===== src/rtl/capbuf_pkg.sv =====
package capbuf_pkg;
    typedef enum logic {
        MODE_SINGLE = 1'b0,
        MODE_DUAL   = 1'b1
    } rd_mode_e;
endpackage


===== src/rtl/capbuf_cfg.sv =====
module capbuf_cfg
    import capbuf_pkg::*;
#(
    parameter int                CFG_AW        = 4,
    parameter int                CFG_DW        = 16,
    parameter logic [CFG_AW-1:0] MODE_REG_ADDR = 'hF,
    parameter int                DUAL_BIT      = 12
) (
    input  logic              clk,
    input  logic              rst,
    input  logic              we,
    input  logic [CFG_AW-1:0] addr,
    input  logic [CFG_DW-1:0] wdata,
    output rd_mode_e          pend_mode
);
    typedef struct packed {
        rd_mode_e pend;
    } cfg_state_t;

    cfg_state_t st_d, st_q;

    always_comb begin
        st_d = st_q;
        if (we && addr == MODE_REG_ADDR) begin
            st_d.pend = rd_mode_e'(wdata[DUAL_BIT]);
        end
    end

    always_ff @(posedge clk) begin
        if (rst) st_q <= '{pend: MODE_SINGLE};
        else     st_q <= st_d;
    end

    assign pend_mode = st_q.pend;
endmodule


===== src/rtl/capbuf_seq.sv =====
module capbuf_seq
    import capbuf_pkg::*;
#(
    parameter int DEPTH = 16,
    parameter int AW    = $clog2(DEPTH)
) (
    input  logic          clk,
    input  logic          rst,
    input  logic          rd_en,
    input  rd_mode_e      pend_mode,
    output logic [AW-1:0] raddr,
    output rd_mode_e      mode_q
);
    localparam logic [AW-1:0] STEP_ONE = AW'(1);
    localparam logic [AW-1:0] STEP_TWO = AW'(2);

    typedef struct packed {
        logic [AW-1:0] ptr;
        rd_mode_e      mode;
    } seq_state_t;

    seq_state_t    st_d, st_q;
    logic          realign;
    logic [AW-1:0] base;

    always_comb begin
        st_d    = st_q;
        realign = (pend_mode != st_q.mode);
        base    = realign ? {st_q.ptr[AW-1:1], 1'b0} : st_q.ptr;
        if (rd_en) begin
            st_d.mode = pend_mode;
            st_d.ptr  = base + ((pend_mode == MODE_DUAL) ? STEP_TWO : STEP_ONE);
        end
    end

    always_ff @(posedge clk) begin
        if (rst) st_q <= '{ptr: '0, mode: MODE_SINGLE};
        else     st_q <= st_d;
    end

    assign raddr  = base;
    assign mode_q = st_q.mode;
endmodule


===== src/rtl/capbuf_port.sv =====
module capbuf_port #(
    parameter int W = 8
) (
    input  logic         clk,
    input  logic         rst,
    input  logic         load,
    input  logic [W-1:0] din,
    output logic [W-1:0] dout,
    output logic         rdy
);
    typedef struct packed {
        logic [W-1:0] data;
        logic         rdy;
    } port_state_t;

    port_state_t st_d, st_q;

    always_comb begin
        st_d = st_q;
        if (load) begin
            st_d.data = din;
            st_d.rdy  = ~st_q.rdy;
        end
    end

    always_ff @(posedge clk) begin
        if (rst) st_q <= '{data: '0, rdy: 1'b0};
        else     st_q <= st_d;
    end

    assign dout = st_q.data;
    assign rdy  = st_q.rdy;
endmodule


===== src/rtl/capbuf_readout.sv =====
module capbuf_readout
    import capbuf_pkg::*;
#(
    parameter int SAMPLE_W = 8,
    parameter int DEPTH    = 16,
    parameter int CFG_AW   = 4,
    parameter int CFG_DW   = 16,
    parameter int DUAL_BIT = 12,
    parameter int AW       = $clog2(DEPTH)
) (
    input  logic                clk_rd,
    input  logic                rst_rd,
    input  logic                rd_en,
    input  logic                cfg_we,
    input  logic [CFG_AW-1:0]   cfg_addr,
    input  logic [CFG_DW-1:0]   cfg_wdata,
    output logic [AW-1:0]       mem_raddr,
    input  logic [SAMPLE_W-1:0] mem_rdata0,
    input  logic [SAMPLE_W-1:0] mem_rdata1,
    output logic [SAMPLE_W-1:0] p1_data,
    output logic                p1_oe,
    output logic                p1_rdy,
    output logic [SAMPLE_W-1:0] p2_data,
    output logic                p2_oe,
    output logic                p2_rdy
);
    localparam int                NPORT         = 2;
    localparam logic [CFG_AW-1:0] MODE_REG_ADDR = CFG_AW'(15);

    rd_mode_e dual_pend;
    rd_mode_e mode_q;

    logic [NPORT-1:0]               port_load;
    logic [NPORT-1:0][SAMPLE_W-1:0] port_din;
    logic [NPORT-1:0][SAMPLE_W-1:0] port_dout;
    logic [NPORT-1:0]               port_rdy;

    capbuf_cfg #(
        .CFG_AW       (CFG_AW),
        .CFG_DW       (CFG_DW),
        .MODE_REG_ADDR(MODE_REG_ADDR),
        .DUAL_BIT     (DUAL_BIT)
    ) u_cfg (
        .clk      (clk_rd),
        .rst      (rst_rd),
        .we       (cfg_we),
        .addr     (cfg_addr),
        .wdata    (cfg_wdata),
        .pend_mode(dual_pend)
    );

    capbuf_seq #(
        .DEPTH(DEPTH),
        .AW   (AW)
    ) u_seq (
        .clk      (clk_rd),
        .rst      (rst_rd),
        .rd_en    (rd_en),
        .pend_mode(dual_pend),
        .raddr    (mem_raddr),
        .mode_q   (mode_q)
    );

    // index 0 = port 1 (later / only sample), index 1 = port 2 (earlier sample)
    always_comb begin
        port_load[0] = rd_en;
        port_load[1] = rd_en && (dual_pend == MODE_DUAL);
        port_din[0]  = (dual_pend == MODE_DUAL) ? mem_rdata1 : mem_rdata0;
        port_din[1]  = mem_rdata0;
    end

    for (genvar g = 0; g < NPORT; g++) begin : g_port
        capbuf_port #(
            .W(SAMPLE_W)
        ) u_port (
            .clk (clk_rd),
            .rst (rst_rd),
            .load(port_load[g]),
            .din (port_din[g]),
            .dout(port_dout[g]),
            .rdy (port_rdy[g])
        );
    end

    assign p1_data = port_dout[0];
    assign p1_rdy  = port_rdy[0];
    assign p1_oe   = 1'b1;
    assign p2_data = port_dout[1];
    assign p2_rdy  = port_rdy[1];
    assign p2_oe   = (mode_q == MODE_DUAL);
endmodule


===== config.mk =====
export PLATFORM = sky130hd
export DESIGN_NAME = capbuf_readout
export DESIGN_NICKNAME = d
export VERILOG_FILES = /design/src/rtl/capbuf_pkg.sv /design/src/rtl/capbuf_cfg.sv /design/src/rtl/capbuf_seq.sv /design/src/rtl/capbuf_port.sv /design/src/rtl/capbuf_readout.sv
export SDC_FILE = /design/constraint.sdc
export NUM_CORES = 1
export LEC_CHECK = 0
export ABC_AREA = 1
export BUFFER_PORTS_ARGS = -buffer_cell sky130_fd_sc_hd__buf_2
export CAP_MARGIN = 20
export CORE_UTILIZATION = 46
export DETAILED_ROUTE_END_ITERATION = 16
export PLACE_DENSITY_LB_ADDON = 0.3
export SLEW_MARGIN = 20
export SYNTH_ARGS = -nofsm -noshare
export SYNTH_HDL_FRONTEND = slang
export SYNTH_SLANG_ARGS = --single-unit

===== constraint.sdc =====
create_clock -name clk_rd -period 4.16 [get_ports clk_rd]
set_input_delay 0.208 -clock clk_rd [delete_from_list [all_inputs] [get_ports clk_rd]]
set_output_delay 0.208 -clock clk_rd [all_outputs]
set_load 0.01 [all_outputs]

==> reports/results.ini, run 1 <==
[sta]
max_slew.worst_pin.slew_ns=0.517
fin_crit_sh_pct=48.0
setup_violations=0
finalHoldViolCount=0
fin_tns_setup_ns=0
fmax_mhz=500
finClkSkew_ns=0.00238
min_period_ns=2.00
rsz0062_at_grt=false
drv_slew=0
setup_ws_ns=2.16
relSlewSlack_pct=65.5

[finish]
multiInputGateArea_um2=489
syn2layout_area_growth_pct=20.9
fin_nets=245
final.fill_count=217
drive_gt1_share_pct=26.4
diodes=0
seqCellArea_um2=480

[grt]
grt_max_degree=25
grt_first_pass_wirelength_um=3930
track_usage_pct=19.8
grt_pass1_vias=937
grt_overflow_total=0
grt_antenna_before_repair=0

[clock_tree]
cts_buffers=3
cts_hold_buf=0
ctsResizeCount=0
cts-root-buf=clkbuf_4
cts_post_setup_buffers_inserted=0
cts_tree=done
htree_num_levels=1
clk_latency_ns=0.31
cts.sinks=24
max-clock-path-buffers=2
path_clk_slew_ns=0.13

[place]
io_buffers=47
dp_slack_ns=2.18
hpwl_um=1810
gp_congestion=0.758

[worst_hold_path]
hold_class=input port to flip-flop

[job]
max_cap_violations=0

[floorplan]
die_height_um=51.1
io_pins=64
fp-row-count=17
start_util_pct=49.6
core_mm2=0.00223
fp.dieW_um=51.1
dieArea_mm2=0.00261

[synth]
synth_fp_nets=204
yosysWarningCount=0
synth_top_cell_by_area=dfxtp_1
synthArstFlopShare_pct=0
synth_commonest_cells=nor2_1 (41), nand2_1 (34), dfxtp_1 (24), inv_1 (16), nand3_1 (11)
synth_top_flop_cell=dfxtp_1
avgSynthCellArea_um2=6.89
synth_top_area_share_pct=43.3
syn_inst=161
yosysSeqAreaShare_pct=43.3
ys_types=19
synth_edf_count=0
syn_area_mm2=0.00111
ys_seq_elements=24
synth_area_leaders=dfxtp_1 (43%), nor2_1 (14%), nand2_1 (12%), inv_1 (5.4%), nand3_1 (5.0%)
yosysMostFrequentCell=nor2_1

[pwr]
powerDensity_mw_per_mm2=324
switching_share_pct=25.7
p_leak_uw=0.000759
internal_power_uw=322
power_frac_clock_pct=27.9
seqPwrFrac_pct=56.9
switching_power_uw=111
peakVddDrop_v=0.000232
pwr-share-comb_pct=15.2

[route]
drtPass1Iterations=4
num_vias=1064
drc=0
wl_per_cell_um=10.2
ant_nets=0
avgViaCountPerCell=4.65
drt_iter0_drc=15
drt_wl_total_um=2340

[setup_path]
cp-start-kind=flip-flop
critPathKind=flip-flop to flip-flop
crit_path_max_fanout=13
crit_required_ns=4.38
cp.arrival_ns=2.22
crit_path_end_kind=flip-flop

[status]
status=completed

==> flip-flops by register name (all words and copies together), names as in the netlist <==
signal and cells:
g_port.u_port.dout 16, g_port.u_port.rdy 2, u_cfg.pend_mode 1, u_seq.mode_q 1, u_seq.st_q 4
==> stage by stage <==
stage	total power (uW)	utilization (%)	instance area, um^2	cells	hold WS (ns)
4_1_cts	437	60.0	1340	229	0.160
3_5_place_dp	318	58.4	1300	225	0.466
6_report	434	60.0	1340	229	0.162
5_1_grt	457	60.0	1340	229	0.171
2_1_floorplan	293	-	1110	161	0.356
3_3_place_gp	315	58.4	1300	225	0.460
==> routing by layer <==
| layer | wire length [um] | vias up | GRT usage (%) |
|---|---|---|---|
| met4 | 13 | 0 | 3.24 |
| met3 | 139 | 2 | 4.46 |
| met1 | 1040 | 465 | 24.1 |
| met5 | 0 | - | 0 |
| li1 | - | 565 | - |
| met2 | 1150 | 32 | 35.5 |
==> layout by cell type, fill, tap and decap left out, types with 2 or more instances in the layout <==
cell type	n
nand2_1	34
ha_1	2
a21oi_1	5
buf_2	47
nand3_1	11
o21ai_0	10
nor2_1	41
inv_1	16
dfxtp_1	24
clkbuf_4	3
==> critical path, stage by stage (launching register included) <==
cell and delay [ns]:
dfxtp_1 0.67, inv_2 0.20, o21ai_1 0.16, a21oi_1 0.07, ha_1 0.22, fa_1 0.38, a21oi_1 0.15, nor2_1 0.05
==> worst paths after layout <==
path                            start                       end  slack (ns)  depth (start not counted)
min reg2reg  g_port[1].u_port.dout[3]  g_port[1].u_port.dout[3]        0.49                          2
max                   u_cfg.pend_mode             u_seq.st_q[3]        2.16                          7
min                     mem_rdata0[3]  g_port[1].u_port.dout[3]        0.16                          3
max reg2reg           u_cfg.pend_mode             u_seq.st_q[3]        2.16                          7
==> power groups by stage <==
stage,Combinational [uW],Sequential [uW],Clock [uW]
finish,65.9,247,121
global route,75.9,248,133
CTS,66.4,247,124
detailed placement,66.1,252,0
global placement,63.6,251,0
floorplan,38.4,255,0
==> logic make-up (layout without fill, tap and decap cells) <==
family / after synthesis / after routing / share of synthesized area, %
AO/OA/AOI/OAI: 16 / 16 / 7.22
other: 1 / 1 / 0.338
XOR/XNOR: 2 / 2 / 1.58
flip-flops: 24 / 24 / 43.3
buffers and inverters: 28 / 68 / 12.5
adder cells (fa/ha/maj): 3 / 3 / 4.06
AND/OR/NAND/NOR: 87 / 87 / 30.9
==> cell type report <==
cell class / count / share of cell area [%]
sequential: 24 / 35.9
inverter: 17 / 4.76
timing repair buffer: 47 / 17.6
multi-input combinational: 109 / 36.5
clock buffer: 4 / 2.71
tap: 28 / 2.61
No activity file was read; power rests on OpenSTA's default activity.
==> inputs of run 2 (changes only) <==
- CORE_UTILIZATION: 46 -> 43
- clock period: 4.16 -> 2 ns (I/O delays scaled with it)
==> run 2 against run 1 <==
Compared with the run above:
- sequential power up 110%
- global-route usage is 1.7 points lower
- combinational power up 110%
- via count increased by 0.75%
- die area up 6.7%
- first-iteration DRC count up 40%
- worst hold slack worse by 0.11 ns
- flip-flop and latch count did not move
- routed wire length is 0.17% lower
- core utilization decreased by 4.3 points
- critical path depth unchanged
- worst setup slack got worse by 1.8 ns
- critical endpoint is now u_seq.st_q[2]
- largest power group unchanged
- highest routed layer unchanged
==> reports/results.ini, run 2 (same netlist as run 1, synthesis figures left out) <==
[sta]
fin_crit_sh_pct=81.0
rsz0062_at_grt=false
setup_violations=0
finClkSkew_ns=0.00275
finalHoldViolCount=0
fmax_mhz=617
min_period_ns=1.62
fin_tns_setup_ns=0
drv_slew=0

[route]
ant_nets=0
drt_iter0_drc=21
wl_per_cell_um=10.0
drc=0
avgViaCountPerCell=4.62
drt_wl_total_um=2330
num_vias=1072
drtPass1Iterations=4

[floorplan]
start_util_pct=45.2
io_pins=64
core_mm2=0.00245
dieArea_mm2=0.00279
die_height_um=52.8
fp-row-count=18
fp.dieW_um=52.8

[finish]
largest_reg_flops=16
diodes=0
mostFrequentLayoutCell=buf_2
syn2layout_area_growth_pct=23.3
mostFrequentLayoutCells=buf_2 (47), nor2_1 (41), nand2_1 (34)
drive_gt1_share_pct=26.7
utilization_pct=55.7
fin_nets=246

[clock_tree]
cts_buffers=3
htree_num_levels=1
cts_post_setup_buffers_inserted=0
cts_hold_buf=0
cts-root-buf=clkbuf_4
path_clk_slew_ns=0.13
cts_tree=done
max-clock-path-buffers=2
ctsResizeCount=0
cts.sinks=24
clk_latency_ns=0.31

[grt]
grt_first_pass_wirelength_um=3580
grt_antenna_before_repair=0
grt_overflow_total=0
grt_pass1_vias=840
track_usage_pct=18.1
grt_max_degree=25

[setup_path]
cp_slowest_stage_delay_ns=0.42
critPathKind=flip-flop to flip-flop
crit_path_end_kind=flip-flop
crit_path_max_fanout=11
cp.arrival_ns=1.85
slowest_stage=fa_1
crit_chain=inv_2, o21ai_1, a21oi_1, ha_1, fa_1, nor2_1, nor2_1
cp-start-kind=flip-flop
crit_required_ns=2.23
crit_top_cell=nor2_1

[pwr]
power_frac_clock_pct=34.9
powerDensity_mw_per_mm2=733
switching_power_uw=238
p_leak_uw=0.000771
pwr-share-comb_pct=14.0
seqPwrFrac_pct=51.1
peakVddDrop_v=0.000440
internal_power_uw=763
switching_share_pct=23.8

[status]
status=completed

[place]
hpwl_um=1800
gp_congestion=0.715
io_buffers=47

[worst_hold_path]
hold_class=input port to flip-flop

[job]
max_cap_violations=0

run 2: cell count changes in the layout (fill, tap and decap cells not counted), sizes merged:
| cell | change |
|---|---|
| clkbuf | -1 |
| buf | +1 |
| bufinv | +1 |
run 2: area by class of cell:
cell class                 instances  area, um^2
inverter                          17        63.8
timing repair buffer              48         243
clock buffer                       3        22.5
sequential                        24         480
clock inverter                     1        30.0
tap                               30        37.5
fill                             248        1090
multi-input combinational        109         489
run 2: routing by layer:
metal / wire (um) / vias to the layer above / track usage [%]
met3: 145 / 4 / 3.77
met1: 1010 / 462 / 22.2
met4: 34 / 0 / 9.21
met5: 0 / - / 0
li1: - / 568 / -
met2: 1140 / 38 / 29.3
run 2: worst paths after layout:
path         slack (ns)                       end                startpoint  cells past startpoint
max                0.38             u_seq.st_q[2]           u_cfg.pend_mode                      7
max reg2reg        0.38             u_seq.st_q[2]           u_cfg.pend_mode                      7
min reg2reg        0.50  g_port[1].u_port.dout[1]  g_port[1].u_port.dout[1]                      2
min                0.05  g_port[1].u_port.dout[5]             mem_rdata0[5]                      3
run 2: metrics by stage:
step	instances	hold slack [ns]	power [uW]	area, um^2	setup WS, ns
final	232	0.0499	1000	1370	0.380
after global routing	232	0.0267	1050	1370	0.191
after CTS	232	0.0353	1010	1370	0.370
after detailed placement	228	0.373	663	1310	0.379
after global placement	228	0.374	656	1310	0.463
after floorplan	161	0.248	610	1110	0.126
run 2: critical path: cells and delay by family (launching register included):
family	cells	cell delay [ns]
compound gates	2	0.24
buf+inv	1	0.15
simple gates	2	0.17
flops	1	0.34
fa+ha+maj	2	0.64
run 2: power groups by stage:
stage / sequential [uW] / combinational (uW) / clock [uW]
after global routing: 515 / 157 / 376
after floorplan: 530 / 79.8 / 0
after detailed placement: 523 / 141 / 0
after CTS: 512 / 141 / 357
final: 512 / 140 / 349
after global placement: 521 / 134 / 0
==> inputs of run 3 (changes only) <==
- clock period: 2 -> 1.55 ns (I/O delays scaled with it)
==> run 3 against run 2 <==
Compared with the run above:
- combinational power rose by 34%
- flip-flop and latch count did not move
- clock skew rose by 0.0062 ns
- worst hold slack got worse by 0.020 ns
- highest routed layer unchanged
- via count rose by 2.4%
- global-route usage rose by 0.27 points
- register-to-register slack got worse by 0.32 ns
- critical path depth did not move
- clock power rose by 28%
- clock-buffer cell count did not move
- worst setup slack got worse by 0.32 ns
- sequential share of layout area fell by 0.58 points
==> reports/results.ini, run 3 (same netlist as run 1, synthesis figures left out) <==
[setup_path]
slowest_stage=fa_2
crit_path_end_kind=flip-flop
crit_chain=inv_2, o21ai_2, a21oi_2, ha_2, fa_2, nor2_1, nor2_1
r2r_slack_ns=0.06
cp_slowest_stage_delay_ns=0.53
critPathKind=flip-flop to flip-flop
crit_path_max_fanout=3
path_delay_family=adder cells
cp-start-kind=flip-flop
crit_top_cell=nor2_1
crit_required_ns=1.80
path_buf_inv=1
cp.arrival_ns=1.74

[clock_tree]
cts_post_setup_buffers_inserted=0
cts-root-buf=clkbuf_4
cts_hold_buf=0
htree_num_levels=1
cts.sinks=24
clk_latency_ns=0.31
path_clk_slew_ns=0.13
cts_buffers=3
max-clock-path-buffers=2
cts_tree=done

[route]
wl_met3_um=118
avgViaCountPerCell=4.69
highest_layer=met4
ant_nets=0
drt_wl_total_um=2430
drt_iter0_drc=15
wl_met2_um=1210
met1Wirelength_um=1080
wl_per_cell_um=10.4
drtPass1Iterations=4
drc=0
num_vias=1098

[place]
hpwl_um=1880
gp_congestion=0.719
io_buffers=47
dp_slack_ns=0.0468

[status]
status=completed

[grt]
grt_antenna_before_repair=0
grt_max_degree=24
grt_first_pass_wirelength_um=3710
grt_overflow_total=0
track_usage_pct=18.3
grt_pass1_vias=920

[finish]
diodes=0
syn2layout_area_growth_pct=26.0
seqCellArea_um2=483
fin_nets=248
multiInputGateArea_um2=502
drive_gt1_share_pct=30.4
largest_reg_flops=16
mostFrequentLayoutCell=buf_2
mostFrequentLayoutCells=buf_2 (47), nor2_1 (41), nand2_1 (34)
final.fill_count=240

[sta]
fin_tns_setup_ns=0
fin_crit_sh_pct=95.9
finalHoldViolCount=0
min_period_ns=1.49
drv_slew=0
rsz0062_at_grt=true
finClkSkew_ns=0.00894
setup_violations=0
setup_ws_ns=0.0638
timing.hold.ws_ns=0.0294
fmax_mhz=673

[pwr]
p_total_uw=1300
powerDensity_mw_per_mm2=929
peakVddDrop_v=0.000645
p_leak_uw=0.000779

[floorplan]
fp-row-count=18
start_util_pct=45.2
core_mm2=0.00245
die_height_um=52.8
io_pins=64
fp.dieW_um=52.8
dieArea_mm2=0.00279

[job]
max_cap_violations=0

[worst_hold_path]
hold_class=input port to flip-flop

run 3: changes by cell type in the layout (fill, tap and decap cells not counted), sizes merged:
cell  previous run  this run
buf             48        50
run 3: metal layers:
metal,vias up,track usage (%)
met4,0,7.02
met5,-,0
met2,25,33.3
met1,495,20.9
li1,574,-
met3,4,3.19
run 3: final timing paths:
path	start	to	cells past startpoint
worst max register to register	u_cfg.pend_mode	u_seq.st_q[2]	7
worst min-delay path	mem_rdata0[6]	g_port[1].u_port.dout[6]	3
worst max-delay path	u_cfg.pend_mode	u_seq.st_q[2]	7
worst min register to register	g_port[1].u_port.dout[5]	g_port[1].u_port.dout[5]	2
run 3: area by class of cell:
cell class,count,area share [%]
multi-input cells,109,35.9
flip-flops and latches,24,34.6
repair buffers,50,18.5
inverters,17,4.57
well taps,30,2.69
clock inverters,1,2.15
clock buffers,3,1.61
run 3: power breakdown:
group / total, uW / leakage (uW) / internal (uW) / switching (uW)
Clock: 448 / 0.0000279 / 261 / 187
Sequential: 662 / 0.000197 / 645 / 17.1
Combinational: 187 / 0.000554 / 82.4 / 104
Total: 1300 / 0.000779 / 988 / 308
run 3: worst reg2reg max path: stages, from the launching register on:
cell and delay, ns:
dfxtp_2 0.35, inv_2 0.05, o21ai_2 0.12, a21oi_2 0.05, ha_2 0.20, fa_2 0.53, nor2_1 0.04, nor2_1 0.10
run 3: metrics by stage:
step	std cells	cell area (um^2)	util, %
5_1_grt	234	1400	56.9
3_5_place_dp	230	1340	54.6
4_1_cts	234	1390	56.7
6_report	234	1400	56.9
3_3_place_gp	230	1340	54.6
2_1_floorplan	161	1120	-
run 3: what timing repair did:
| item | CTS | global route |
|---|---|---|
| setup endpoints to repair | 0 | 2 |
| gates resized for setup | 0 | 2 |
| hold endpoints to repair | 0 | 0 |
